## src/rtl/evc_pkg.sv

```systemverilog
package evc_pkg;

  // Byte address width of the register port.
  localparam int unsigned EVC_AW = 9;
  // Address fields: bank selects the register kind, index the group.
  localparam int unsigned EVC_BANK_LSB = 5;
  localparam int unsigned EVC_BANK_W   = 4;
  localparam int unsigned EVC_IDX_LSB  = 2;
  localparam int unsigned EVC_IDX_W    = 3;

  typedef enum logic [EVC_BANK_W-1:0] {
    BK_FLAG   = 4'd0,
    BK_SET    = 4'd1,
    BK_CLR    = 4'd2,
    BK_EMASK  = 4'd4,
    BK_MFLAG  = 4'd5,
    BK_XMASK  = 4'd6,
    BK_XMFLAG = 4'd7,
    BK_ASSERT = 4'd14
  } bank_e;

endpackage

```

## src/rtl/evc_rst_sync.sv

```systemverilog
module evc_rst_sync (
  input  logic clk,
  input  logic rst_n,
  output logic rst_n_s
);

  logic [1:0] sync_q;
  logic [1:0] sync_d;

  always_comb begin
    sync_d = {sync_q[0], 1'b1};
  end

  always_ff @(posedge clk or negedge rst_n) begin
    if (!rst_n) begin
      sync_q <= 2'b00;
    end else begin
      sync_q <= sync_d;
    end
  end

  assign rst_n_s = sync_q[1];

endmodule

```

## src/rtl/evc_regdec.sv

```systemverilog
module evc_regdec
  import evc_pkg::*;
#(
  parameter int unsigned NGRP = 4
) (
  input  logic                  bus_wr,
  input  logic [EVC_AW-1:0]     bus_addr,
  output logic [NGRP-1:0]       set_we,
  output logic [NGRP-1:0]       clr_we,
  output logic [NGRP-1:0]       em_we,
  output logic [NGRP-1:0]       xm_we,
  output logic                  asrt_we,
  output bank_e                 bank,
  output logic [EVC_IDX_W-1:0]  idx,
  output logic                  idx_ok
);

  logic aligned;

  always_comb begin
    bank    = bank_e'(bus_addr[EVC_BANK_LSB +: EVC_BANK_W]);
    idx     = bus_addr[EVC_IDX_LSB +: EVC_IDX_W];
    aligned = (bus_addr[1:0] == 2'b00);
    idx_ok  = aligned && (32'(idx) < NGRP);
    asrt_we = bus_wr && aligned && (bank == BK_ASSERT) && (idx == '0);
  end

  for (genvar g = 0; g < NGRP; g++) begin : g_we
    logic sel;
    assign sel       = bus_wr && idx_ok && (32'(idx) == g);
    assign set_we[g] = sel && (bank == BK_SET);
    assign clr_we[g] = sel && (bank == BK_CLR);
    assign em_we[g]  = sel && (bank == BK_EMASK);
    assign xm_we[g]  = sel && (bank == BK_XMASK);
  end

endmodule

```

## src/rtl/evc_group.sv

```systemverilog
module evc_group #(
  parameter int unsigned GW = 32
) (
  input  logic          clk,
  input  logic          rst_n,
  input  logic [GW-1:0] evt_i,
  input  logic [GW-1:0] asrt_i,
  input  logic          set_we,
  input  logic          clr_we,
  input  logic          em_we,
  input  logic          xm_we,
  input  logic [GW-1:0] wdata,
  output logic [GW-1:0] flag_o,
  output logic [GW-1:0] emask_o,
  output logic [GW-1:0] xmask_o,
  output logic [GW-1:0] mflag_o,
  output logic [GW-1:0] xmflag_o,
  output logic          comb_o,
  output logic          xany_o
);

  logic [GW-1:0] flag_q, flag_d;
  logic [GW-1:0] em_q, em_d;
  logic [GW-1:0] xm_q, xm_d;
  logic [GW-1:0] set_bits, clr_bits;

  // Next state: clears apply first, every set source overrides them.
  always_comb begin
    set_bits = set_we ? wdata : '0;
    clr_bits = clr_we ? wdata : '0;
    flag_d   = (flag_q & ~clr_bits) | set_bits | evt_i | asrt_i;
    em_d     = em_q;
    if (em_we) em_d = wdata;
    xm_d     = xm_q;
    if (xm_we) xm_d = wdata;
  end

  always_ff @(posedge clk or negedge rst_n) begin
    if (!rst_n) begin
      flag_q <= '0;
      em_q   <= '1;
      xm_q   <= '1;
    end else begin
      flag_q <= flag_d;
      em_q   <= em_d;
      xm_q   <= xm_d;
    end
  end

  assign flag_o   = flag_q;
  assign emask_o  = em_q;
  assign xmask_o  = xm_q;
  assign mflag_o  = flag_q & ~em_q;
  assign xmflag_o = flag_q & ~xm_q;
  assign comb_o   = |mflag_o;
  assign xany_o   = |xmflag_o;

endmodule

```

## src/rtl/evc_combiner.sv

```systemverilog
module evc_combiner
  import evc_pkg::*;
#(
  parameter int unsigned NGRP = 4,
  parameter int unsigned GW   = 32
) (
  input  logic                 clk,
  input  logic                 rst_n,
  input  logic [NGRP*GW-1:0]   evt_i,
  input  logic                 bus_wr,
  input  logic                 bus_rd,
  input  logic [EVC_AW-1:0]    bus_addr,
  input  logic [GW-1:0]        bus_wdata,
  output logic [GW-1:0]        bus_rdata,
  output logic [NGRP-1:0]      comb_o,
  output logic                 exc_o
);

  localparam int unsigned NEV = NGRP * GW;
  localparam int unsigned EIW = $clog2(NEV);
  localparam int unsigned GIW = (NGRP > 1) ? $clog2(NGRP) : 1;
  // External strobes for the lowest NGRP events are replaced by feedback.
  localparam logic [NEV-1:0] EXT_KEEP = {{(NEV-NGRP){1'b1}}, {NGRP{1'b0}}};

  logic rst_n_s;

  evc_rst_sync u_rst (
    .clk     (clk),
    .rst_n   (rst_n),
    .rst_n_s (rst_n_s)
  );

  logic [NGRP-1:0]      set_we, clr_we, em_we, xm_we;
  logic                 asrt_we;
  bank_e                bank;
  logic [EVC_IDX_W-1:0] idx;
  logic                 idx_ok;

  evc_regdec #(.NGRP(NGRP)) u_dec (
    .bus_wr   (bus_wr),
    .bus_addr (bus_addr),
    .set_we   (set_we),
    .clr_we   (clr_we),
    .em_we    (em_we),
    .xm_we    (xm_we),
    .asrt_we  (asrt_we),
    .bank     (bank),
    .idx      (idx),
    .idx_ok   (idx_ok)
  );

  // Rising-edge detect of the combined outputs for feedback.
  logic [NGRP-1:0] comb_w, comb_q, comb_d, fb;

  always_comb begin
    comb_d = comb_w;
    fb     = comb_w & ~comb_q;
  end

  always_ff @(posedge clk or negedge rst_n_s) begin
    if (!rst_n_s) comb_q <= '0;
    else          comb_q <= comb_d;
  end

  logic [NEV-1:0] ev_all, asrt_vec;

  always_comb begin
    ev_all = (evt_i & EXT_KEEP) | {{(NEV-NGRP){1'b0}}, fb};
    asrt_vec = '0;
    if (asrt_we) asrt_vec[bus_wdata[EIW-1:0]] = 1'b1;
  end

  logic [GW-1:0]   flag_w  [NGRP];
  logic [GW-1:0]   em_w    [NGRP];
  logic [GW-1:0]   xm_w    [NGRP];
  logic [GW-1:0]   mf_w    [NGRP];
  logic [GW-1:0]   xmf_w   [NGRP];
  logic [NGRP-1:0] xany_w;
  logic [NEV-1:0]  flag_all;

  for (genvar g = 0; g < NGRP; g++) begin : g_grp
    evc_group #(.GW(GW)) u_grp (
      .clk      (clk),
      .rst_n    (rst_n_s),
      .evt_i    (ev_all[g*GW +: GW]),
      .asrt_i   (asrt_vec[g*GW +: GW]),
      .set_we   (set_we[g]),
      .clr_we   (clr_we[g]),
      .em_we    (em_we[g]),
      .xm_we    (xm_we[g]),
      .wdata    (bus_wdata),
      .flag_o   (flag_w[g]),
      .emask_o  (em_w[g]),
      .xmask_o  (xm_w[g]),
      .mflag_o  (mf_w[g]),
      .xmflag_o (xmf_w[g]),
      .comb_o   (comb_w[g]),
      .xany_o   (xany_w[g])
    );
    assign flag_all[g*GW +: GW] = flag_w[g];
  end

  // Read path.
  logic [GW-1:0]  rd_d, rdata_q, rdata_d;
  logic [GIW-1:0] gsel;

  always_comb begin
    gsel = idx[GIW-1:0];
    rd_d = '0;
    if (idx_ok) begin
      case (bank)
        BK_FLAG:   rd_d = flag_w[gsel];
        BK_EMASK:  rd_d = em_w[gsel];
        BK_MFLAG:  rd_d = mf_w[gsel];
        BK_XMASK:  rd_d = xm_w[gsel];
        BK_XMFLAG: rd_d = xmf_w[gsel];
        default:   rd_d = '0;
      endcase
    end
    rdata_d = rdata_q;
    if (bus_rd) rdata_d = rd_d;
  end

  always_ff @(posedge clk or negedge rst_n_s) begin
    if (!rst_n_s) rdata_q <= '0;
    else          rdata_q <= rdata_d;
  end

  assign bus_rdata = rdata_q;
  assign comb_o    = comb_w;
  assign exc_o     = |xany_w;

endmodule

```

## config.mk

```make
export PLATFORM = sky130hd
export DESIGN_NAME = evc_combiner
export DESIGN_NICKNAME = d
export VERILOG_FILES = /design/src/rtl/evc_pkg.sv /design/src/rtl/evc_rst_sync.sv /design/src/rtl/evc_regdec.sv /design/src/rtl/evc_group.sv /design/src/rtl/evc_combiner.sv
export SDC_FILE = /design/constraint.sdc
export NUM_CORES = 1
export LEC_CHECK = 0
export BUFFER_PORTS_ARGS = -buffer_cell sky130_fd_sc_hd__buf_2
export CAP_MARGIN = 20
export CORE_MARGIN = 1.5
export CORE_UTILIZATION = 30
export CTS_BUF_LIST = sky130_fd_sc_hd__clkbuf_8 sky130_fd_sc_hd__clkbuf_16
export DETAILED_ROUTE_END_ITERATION = 8
export HOLD_SLACK_MARGIN = 0.02
export PLACE_DENSITY = 0.49
export SETUP_SLACK_MARGIN = 0.2
export SYNTH_ARGS = -nofsm -noshare
export SYNTH_HDL_FRONTEND = slang
export SYNTH_SLANG_ARGS = --single-unit
```

## constraint.sdc

```tcl
create_clock -name clk -period 12.6 [get_ports clk]
set_clock_uncertainty 0.05 [all_clocks]
set_input_delay 3.15 -clock clk [delete_from_list [all_inputs] [get_ports clk]]
set_output_delay 3.15 -clock clk [all_outputs]
set_load 0.02 [all_outputs]
```

==> flow_summary_export.csv <==
group,metric,value,unit
finish,fin_area,0.02818,mm^2
logic_synthesis,synth-xor-area-share,0,%
grt,grt_max_degree,77,
sta,final.period_utilization,55.73,%
placed_design,placed_area,0.02636,mm^2
power,p_leak,0.01128,uW
worst_setup_path,startpoint_type,"flop",
drt,dr_total_vias,22470,
placed_design,hpwl,86660,um
worst_setup_path,rr_endpoint,"comb_q[2]",
grt,antenna_found_initial,9,
clocking,clock_latency,620,ps
drt,vias_per_cell,6.081,
logic_synthesis,synth_top_family_by_area,"compound AO/OA/AOI/OAI gates",
drt,ant_nets,0,
clocking,postCtsHoldBufs,0,
clocking,root_buffer,"clkbuf_16",
logic_synthesis,synth_compound_area_share,20.00,%
min_path,hold_end,"u_rst.sync_q[1]",
finish,final_cell_mix,"o21ai_0 (317), nand2_1 (283), dfstp_2 (256)",
sta,setup_violations,0,
finish,fill_cells,8254,
worst_setup_path,r2r_start,"u_rst.sync_q[1]",
worst_setup_path,path_max_fanout,4,
logic_synthesis,ys.flop_type,"dfstp_2",
logic_synthesis,synth_area_per_cell,9.825,um^2
logic_synthesis,yosysWarnings,0,
worst_setup_path,crit_arrival,3820,ps
placed_design,place_congestion,1.052,
grt,track_usage,28.84,%
clocking,clk_pin_slew_worst_paths,50,ps
worst_setup_path,reg2reg_setup_slack,9250,ps
clocking,postCtsSetupRepairBufs,0,
power,p_per_area,117.2,mW/mm^2
sta,hold_slack,298.5,ps
drt,wl,121300,um
finish,final_common_cell,"o21ai_0",
sta,final.setup.tns,0,ps
grt,grt_pass1_wl,169000,um
finish,nets,2763,
grt,grt_pass1_vias,21760,
finish,fin_util,34.98,%
finish,syn_to_final_growth,15.27,%
sta,slew_viol_final,0,
worst_setup_path,reg2reg_depth,3,
worst_setup_path,path_class,"reg -> out",
min_path,hp-start,"u_rst.sync_q[0]",
logic_synthesis,netlist_instances,2488,
logic_synthesis,synthSimpleGateAreaFrac,14.45,%
sta,hold_violations,0,
floorplanning,io_pins,210,
logic_synthesis,yosysSeqAreaShare,44.51,%
clocking,cts-resized-gates,0,
sta,timing.fmax,0.1424,GHz
job,maxCapViolCount,0,
clocking,cts_num_sinks,422,
floorplanning,fp.dieW,288.4,um
sta,worst_slew_pin_slew,1199,ps
logic_synthesis,synth_edf_count,0,
floorplanning,coreArea,0.08055,mm^2
drt,dr.pass1.iters,6,
logic_synthesis,synth_mux_area_share,14.89,%
sta,finalWorstSetupSlack,5579,ps
sta,grt_setup_unrepaired,"false",
finish,drive_above_1_share,30.18,%
clocking,htree_levels,2,
finish,multi_input_area,0.01218,mm^2
status,status,"complete, no violations",
sta,slew_headroom,19.68,%
finish,ff_latch_area,0.01088,mm^2
logic_synthesis,synth_top_area_share,27.52,%
placed_design,dpl_worst_slack,5262,ps
clocking,cts_buffers,51,
floorplanning,die_height,288.4,um
logic_synthesis,synth_cell_types,55,
logic_synthesis,ys_ff_latch,422,
min_path,hold_path_depth,0,
logic_synthesis,async_reset_ff_share,100.0,%
floorplanning,start_util,30.35,%
clocking,cts_tree,"built",
logic_synthesis,syn-num-nets,2661,
placed_design,port_buffers,205,
grt,grt-ovfl-total,0,
logic_synthesis,synth_fa_ha_area_share,0,%
worst_setup_path,critPathRequiredTime,9400,ps
floorplanning,rows,104,
floorplanning,fp.dieArea,0.08320,mm^2
drt,drt_iter0_drc,2540,
power,max-vdd-ir-drop,96.52,uV
logic_synthesis,synth_top_area_cell,"dfstp_2",
drt,drc,0,
clocking,clockBufferDepth,3,
drt,wire_per_inst,32.82,um
sta,period_needed,7021,ps
worst_setup_path,cp-end-kind,"primary output",
logic_synthesis,syn-cell-area,0.02444,mm^2
logic_synthesis,synthTopCellsByArea,"dfstp_2 (28%), dfrtp_1 (17%), mux4_2 (8.9%)",
min_path,worstHoldPathType,"reg -> reg",
==> power by group <==
group	switching (uW)	total (uW)	internal (uW)
sequential	30.1	1440	1410
clock	634	1550	921
combinational	208	313	105
total	871	3300	2430
==> cell families after synthesis <==
family / Yosys count
compound gates: 807
buf+inv: 363
flops: 422
mux: 227
other cells: 1
simple gates: 668
==> area by class of cell <==
| cell class | count | share of cell area [%] |
|---|---|---|
| multi-input cells | 1703 | 43.23 |
| repair buffers | 248 | 5.062 |
| inverters | 164 | 2.185 |
| clock inverters | 33 | 1.088 |
| clock buffers | 61 | 5.058 |
| diodes | 4 | 0.03553 |
| flip-flops and latches | 422 | 38.63 |
| well taps | 1060 | 4.707 |
==> stage by stage <==
stage / cells / total power, uW
finish: 3695 / 3303
global route: 3691 / 3384
CTS: 3688 / 3309
detailed placement: 3594 / 1763
global placement: 3593 / 1759
floorplan: 2488 / 1626
==> flip-flops by register name, indices dropped and copies added, names as in the netlist <==
name	cells
bus_rdata	32
comb_q	4
g_grp.u_grp.emask_o	128
g_grp.u_grp.flag_o	128
g_grp.u_grp.xmask_o	128
u_rst.sync_q	2
==> per-layer routing <==
metal / up-vias / track usage (%) / part of all wire, %
met5: - / 0 / 0.026
met3: 292 / 6.627 / 11
li1: 9328 / - / -
met1: 11460 / 39.25 / 41
met2: 1386 / 43.24 / 43
met4: 6 / 13.66 / 5.4
==> synth_stat cells (16+ instances only) <==
library cell	number
nor2_1	16
nor4_1	17
buf_2	57
a22oi_1	32
nand4_1	27
nand2_1	289
dfstp_2	256
o211ai_1	109
nor3b_1	60
nor2b_1	51
dfrtp_1	166
o2111ai_1	23
o21ai_0	317
mux4_2	97
a31oi_1	45
nor3_1	31
a221oi_1	21
buf_4	16
mux2_2	90
nand2b_1	132
a21oi_1	126
o22ai_1	96
inv_1	164
mux2_1	32
clkbuf_1	115
==> worst max-delay path, stage by stage (launching register included) <==
cell	delay, ps
dfstp_2	550
nand2b_1	300
o2111ai_1	290
a2111oi_0	960
nand4_1	170
or4_1	700
buf_2	230
==> how the worst max path moves through the flow <==
| stage | slack (ps) | from | to | cells after the start |
|---|---|---|---|---|
| 2_1_floorplan | 360 | u_rst.sync_q[1] | bus_rdata[0] | 0 |
| 3_3_place_gp | 5320 | bus_addr[3] | bus_rdata[18] | 9 |
| 3_5_place_dp | 5260 | bus_addr[3] | bus_rdata[18] | 9 |
| 4_1_cts | 5830 | g_grp[1].u_grp.xmask_o[4] | exc_o | 6 |
| 5_1_grt | 5690 | g_grp[1].u_grp.xmask_o[25] | exc_o | 6 |
| 6_report | 5580 | g_grp[1].u_grp.xmask_o[25] | exc_o | 6 |
Note: power is estimated with default switching activity, not from simulation.
